===== src/rtl/i2c_stat_pkg.sv =====
// Shared bit positions and flag type for the I2C bus condition status tracker.
// Assumes an 8-bit status byte with the condition flags in the top three bits.
package i2c_stat_pkg;
    localparam int STAT_W     = 8;
    localparam int BIT_BUSY   = 7;
    localparam int BIT_RSTART = 6;
    localparam int BIT_ARBL   = 5;

    typedef struct packed {
        logic busy;
        logic rstart;
        logic arbl;
    } cond_flags_t;
endpackage


===== src/rtl/i2c_line_sampler.sv =====
// Synchronizes SCL/SDA, keeps one previous sample and flags START/STOP.
// Assumes the lines idle high; all sample registers reset to 1.
// start_o/stop_o are combinational and valid for one cycle per event.
module i2c_line_sampler #(
    parameter int SYNC_STAGES = 2
) (
    input  logic clk,
    input  logic rst_n,
    input  logic scl_i,
    input  logic sda_i,
    output logic start_o,
    output logic stop_o
);
    localparam int LAST = SYNC_STAGES - 1;

    logic [1:0] stage_q [SYNC_STAGES];
    logic [1:0] hist_q;
    logic [1:0] now_s;

    genvar g;
    generate
        for (g = 0; g < SYNC_STAGES; g++) begin : g_sync
            if (g == 0) begin : g_first
                // capture the raw line levels
                always_ff @(posedge clk) begin
                    if (!rst_n) stage_q[0] <= 2'b11;
                    else        stage_q[0] <= {scl_i, sda_i};
                end
            end else begin : g_next
                // shift through the synchronizer chain
                always_ff @(posedge clk) begin
                    if (!rst_n) stage_q[g] <= 2'b11;
                    else        stage_q[g] <= stage_q[g-1];
                end
            end
        end
    endgenerate

    assign now_s = stage_q[LAST];

    // hold the previous synchronized sample for edge detection
    always_ff @(posedge clk) begin
        if (!rst_n) hist_q <= 2'b11;
        else        hist_q <= now_s;
    end

    // START: SDA falls while SCL high in both samples; STOP: SDA rises likewise
    always_comb begin
        start_o = now_s[1] & hist_q[1] &  hist_q[0] & ~now_s[0];
        stop_o  = now_s[1] & hist_q[1] & ~hist_q[0] &  now_s[0];
    end


    start_stop_excl_chk: assert property (@(posedge clk) disable iff (!rst_n)
        $onehot0({start_o, stop_o}));

    no_event_scl_low_chk: assert property (@(posedge clk) disable iff (!rst_n)
        !now_s[1] |-> !(start_o || stop_o));
endmodule


===== src/rtl/i2c_cond_flags.sv =====
// Keeps busy, repeated-start and arbitration-lost flags from line events and
// controller strobes. Assumes strobes are one-cycle pulses; set beats clear.
module i2c_cond_flags
    import i2c_stat_pkg::*;
(
    input  logic        clk,
    input  logic        rst_n,
    input  logic        start_i,
    input  logic        stop_i,
    input  logic        master_req_i,
    input  logic        own_master_i,
    input  logic        arb_lost_i,
    input  logic        int_wr0_i,
    input  logic        no_slave_addr_i,
    output cond_flags_t flags_o
);
    cond_flags_t fl_q;
    logic rs_set, rs_clr, al_set;

    // decode set and clear events for each flag
    always_comb begin
        rs_set = start_i & fl_q.busy;
        rs_clr = int_wr0_i | no_slave_addr_i | stop_i | (start_i & ~fl_q.busy);
        al_set = arb_lost_i | (master_req_i & fl_q.busy & ~own_master_i);
    end

    // update flags; a set always wins over a clear in the same cycle
    always_ff @(posedge clk) begin
        if (!rst_n) begin
            fl_q <= '0;
        end else begin
            if (start_i)     fl_q.busy <= 1'b1;
            else if (stop_i) fl_q.busy <= 1'b0;

            if (rs_set)      fl_q.rstart <= 1'b1;
            else if (rs_clr) fl_q.rstart <= 1'b0;

            if (al_set)         fl_q.arbl <= 1'b1;
            else if (int_wr0_i) fl_q.arbl <= 1'b0;
        end
    end

    assign flags_o = fl_q;


    busy_on_start_chk: assert property (@(posedge clk) disable iff (!rst_n)
        start_i |=> flags_o.busy);

    idle_on_stop_chk: assert property (@(posedge clk) disable iff (!rst_n)
        stop_i |=> !flags_o.busy);

    rstart_set_chk: assert property (@(posedge clk) disable iff (!rst_n)
        (start_i && flags_o.busy) |=> flags_o.rstart);

    rstart_stop_clr_chk: assert property (@(posedge clk) disable iff (!rst_n)
        stop_i |=> !flags_o.rstart);

    arbl_pulse_set_chk: assert property (@(posedge clk) disable iff (!rst_n)
        arb_lost_i |=> flags_o.arbl);

    arbl_hold_chk: assert property (@(posedge clk) disable iff (!rst_n)
        (flags_o.arbl && !int_wr0_i) |=> flags_o.arbl);
endmodule


===== src/rtl/i2c_bus_cond_status.sv =====
// Top: I2C bus condition status tracker. Detects START/STOP from the lines,
// tracks busy / repeated start / arbitration lost, and builds the status byte
// with five pass-through bits from the rest of the controller.
module i2c_bus_cond_status
    import i2c_stat_pkg::*;
#(
    parameter int SYNC_STAGES = 2
) (
    input  logic              clk,
    input  logic              rst_n,
    input  logic              scl_i,
    input  logic              sda_i,
    input  logic              master_req_i,
    input  logic              own_master_i,
    input  logic              arb_lost_i,
    input  logic              int_wr0_i,
    input  logic              no_slave_addr_i,
    input  logic              last_bit_i,
    input  logic              xmit_i,
    input  logic              slave_sel_i,
    input  logic              gen_call_i,
    input  logic              first_byte_i,
    output logic [STAT_W-1:0] status_o
);
    logic        start_det, stop_det;
    cond_flags_t flags;

    i2c_line_sampler #(.SYNC_STAGES(SYNC_STAGES)) u_sampler (
        .clk     (clk),
        .rst_n   (rst_n),
        .scl_i   (scl_i),
        .sda_i   (sda_i),
        .start_o (start_det),
        .stop_o  (stop_det)
    );

    i2c_cond_flags u_flags (
        .clk             (clk),
        .rst_n           (rst_n),
        .start_i         (start_det),
        .stop_i          (stop_det),
        .master_req_i    (master_req_i),
        .own_master_i    (own_master_i),
        .arb_lost_i      (arb_lost_i),
        .int_wr0_i       (int_wr0_i),
        .no_slave_addr_i (no_slave_addr_i),
        .flags_o         (flags)
    );

    // assemble the status byte, top bits from flags, low bits passed through
    always_comb begin
        status_o             = {3'b000, last_bit_i, xmit_i, slave_sel_i,
                                gen_call_i, first_byte_i};
        status_o[BIT_BUSY]   = flags.busy;
        status_o[BIT_RSTART] = flags.rstart;
        status_o[BIT_ARBL]   = flags.arbl;
    end


    reset_clear_chk: assert property (@(posedge clk)
        !rst_n |=> (status_o[7:5] == 3'b000));
endmodule


===== config.mk =====
export PLATFORM = sky130hd
export DESIGN_NAME = i2c_bus_cond_status
export DESIGN_NICKNAME = d
export VERILOG_FILES = /design/src/rtl/i2c_stat_pkg.sv /design/src/rtl/i2c_line_sampler.sv /design/src/rtl/i2c_cond_flags.sv /design/src/rtl/i2c_bus_cond_status.sv
export SDC_FILE = /design/constraint.sdc
export NUM_CORES = 1
export LEC_CHECK = 0
export BUFFER_PORTS_ARGS = -buffer_cell sky130_fd_sc_hd__buf_2
export CORE_AREA = 2 2 39 41
export CTS_CLUSTER_DIAMETER = 150
export CTS_CLUSTER_SIZE = 12
export DETAILED_ROUTE_END_ITERATION = 7
export DIE_AREA = 0 0 41 43
export SLEW_MARGIN = 20
export SYNTH_ARGS = -nofsm -noshare
export SYNTH_HDL_FRONTEND = slang
export SYNTH_HIERARCHICAL = 1
export SYNTH_SLANG_ARGS = --single-unit

===== constraint.sdc =====
create_clock -name clk -period 1.3 [get_ports clk]
set_input_delay 0.195 -clock clk [delete_from_list [all_inputs] [get_ports clk]]
set_output_delay 0.195 -clock clk [all_outputs]
set_load 0.05 [all_outputs]

==> impl_metrics.env <==
export IMPL_run_status="finished, final reports clean"
export IMPL_sw_frac_of_total_pct=22.9
export IMPL_finalHoldViolCount=0
export IMPL_grt_pass1_wl_um=897
export IMPL_viasPerCell=4.18
export IMPL_numPortBuffers=11
export IMPL_rows=14
export IMPL_vias=238
export IMPL_pwr_share_comb_pct=8.7
export IMPL_seqPwrFrac_pct=52.7
export IMPL_dieArea_um2=1760
export IMPL_cp_start_kind="register"
export IMPL_clkLatencyLatePin_ns=0.26
export IMPL_finalClockSkew_ns=0.00633
export IMPL_synthTopCellsByArea="dfxtp_1 53%, nand2b_1 13%, buf_4 11%"
export IMPL_synth_top_area_share_pct=52.7
export IMPL_netlist_top_cell_by_area="dfxtp_1"
export IMPL_cts_made_buffers=3
export IMPL_antenna_found_initial=0
export IMPL_maxCapViolations=0
export IMPL_die_y_um=43
export IMPL_clock_sinks=9
export IMPL_gp_congestion=0.681
export IMPL_wire_per_inst_um=9.65
export IMPL_relSlewSlack_pct=83.4
export IMPL_cp_data_arrival_time_ns=1.41
export IMPL_drive_gt1_share_pct=36.6
export IMPL_hp_class="primary input to register"
export IMPL_drc=0
export IMPL_p_int_mw=0.427
export IMPL_rsz0062_at_grt="no"
export IMPL_final_period_utilization_pct=93.3
export IMPL_syn_mean_instance_area_um2=11.0
export IMPL_final_nets=56
export IMPL_clockBufferDepth=2
export IMPL_ys_seq_area_share_pct=52.7
export IMPL_yosysWarningCount=6
export IMPL_area_growth_pct=18.7
export IMPL_fillCellCount=154
export IMPL_yosysUniqueCellTypes=12
export IMPL_setup_tns_final_ns=0
export IMPL_fin_area_um2=405
export IMPL_end_kind="register"
export IMPL_clkPwrFrac_pct=38.6
export IMPL_finalSetupViolations=0
export IMPL_start_util_pct=24.7
export IMPL_grt_max_degree=11
export IMPL_grt_pass1_vias=220
export IMPL_dr_pass1_iters=2
export IMPL_worstSetupPathType="register to register"
export IMPL_cts_setup_buffers=0
export IMPL_power_switching_mw=0.127
export IMPL_drtIter0Drc=3
export IMPL_ys_seq_elements=9
export IMPL_p_leak_nw=0.185
export IMPL_clkTransAtPathRegs_ns=0.06
export IMPL_p_per_area_nw_per_um2=1370
export IMPL_syn_inst=31
export IMPL_max_freq_mhz=825
export IMPL_crit_path_max_fanout=2
export IMPL_cts_tree="yes"
export IMPL_required_ns=1.50
export IMPL_layout_min_cycle_time_ns=1.21
export IMPL_cts_repair_resized=0
export IMPL_wl_um=550
export IMPL_die_w_um=41
export IMPL_grt_overflow_total=0
export IMPL_netlist_area_um2=342
export IMPL_synth_nets=45
export IMPL_ctsHoldBuffers=0
export IMPL_root_buffer="clkbuf_4"
export IMPL_slew_violations=0
export IMPL_ant_nets=0
export IMPL_ioPinCount=22
export IMPL_n_antenna_cell=0
export IMPL_grt_use_total_pct=8.27
export IMPL_htree_levels=1
export IMPL_worst_pin_slew_ns=0.250
export IMPL_place_area_um2=379
export IMPL_core_area_um2=1380
export IMPL_vdd_drop_max_uv=560
==> logic make-up after synthesis <==
logic type	after synthesis	synth area share, %
buf+inv	5	11.0
flops	9	52.7
compound gates	3	6.23
simple gates	14	30.0
==> cells in the mapped netlist <==
library cell / number
buf_4: 5
o21ai_1: 1
nor2b_1: 1
o31a_1: 1
dfxtp_1: 9
or4b_1: 1
and3b_1: 1
o21a_1: 1
and2b_2: 1
nand3_1: 1
and4b_1: 2
nand2b_1: 7
==> state kept, by name, indices dropped and copies added, names as in the netlist <==
name               count
u_sampler/hist_q       2
u_flags/flags_o        3
u_sampler/stage_q      4
==> worst paths after layout <==
| kind | startpoint | to | slack, ns | cells past startpoint |
|---|---|---|---|---|
| setup reg to reg | u_sampler/hist_q[0] | u_flags/flags_o[1] | 0.09 | 3 |
| hold reg to reg | u_sampler/stage_q[0][1] | u_sampler/stage_q[1][1] | 0.41 | 1 |
| setup / recovery | u_sampler/hist_q[0] | u_flags/flags_o[1] | 0.09 | 3 |
| hold / removal | scl_i | u_sampler/stage_q[0][1] | 0.12 | 2 |
==> per-stage QoR <==
stage	util (%)	power [mW]	worst slack (ns)	hold WS [ns]	instances
after global placement	27.4	0.346	0.110	0.378	53
after floorplan	-	0.366	0.0435	0.268	31
final	29.3	0.554	0.0876	0.120	57
after detailed placement	27.4	0.347	0.0983	0.380	53
after CTS	29.3	0.564	0.0844	0.110	57
after global routing	29.3	0.586	0.0276	0.112	57
==> final cells by class <==
class                      instances  area [um^2]  area share (%)
tap                               16         20.0            4.94
multi-input combinational         17          124            30.6
clock buffer                       4         26.3            6.48
timing repair buffer              11         55.1            13.6
sequential                         9          180            44.4
==> layout by cell type (no fill, tap or decap), drive strengths merged <==
cell,count
buf,11
dfxtp,9
nand2b,7
clkbuf,4
and4b,2
and2b,1
o21a,1
or4b,1
nand3,1
o21ai,1
and3b,1
nor2b,1
o31a,1
==> power by group through the flow <==
stage          Clock [mW]  Sequential [mW]  Combinational, mW
6_report            0.214            0.292             0.0480
3_5_place_dp            0            0.298             0.0490
3_3_place_gp            0            0.298             0.0479
5_1_grt             0.240            0.293             0.0525
4_1_cts             0.223            0.292             0.0490
2_1_floorplan           0            0.310             0.0562
==> routing by layer <==
metal	global-route usage, %	routed length (um)	vias up
li1	-	-	121
met4	8.00	0	0
met5	0	0	-
met1	9.48	244	107
met3	4.71	46	0
met2	10.0	259	10
==> critical path, stage by stage, from the launching register on <==
cell	delay (ns)
dfxtp_1	0.32
and4b_1	0.19
or4b_1	0.51
o21ai_1	0.13
(Power assumes the default switching activity.)
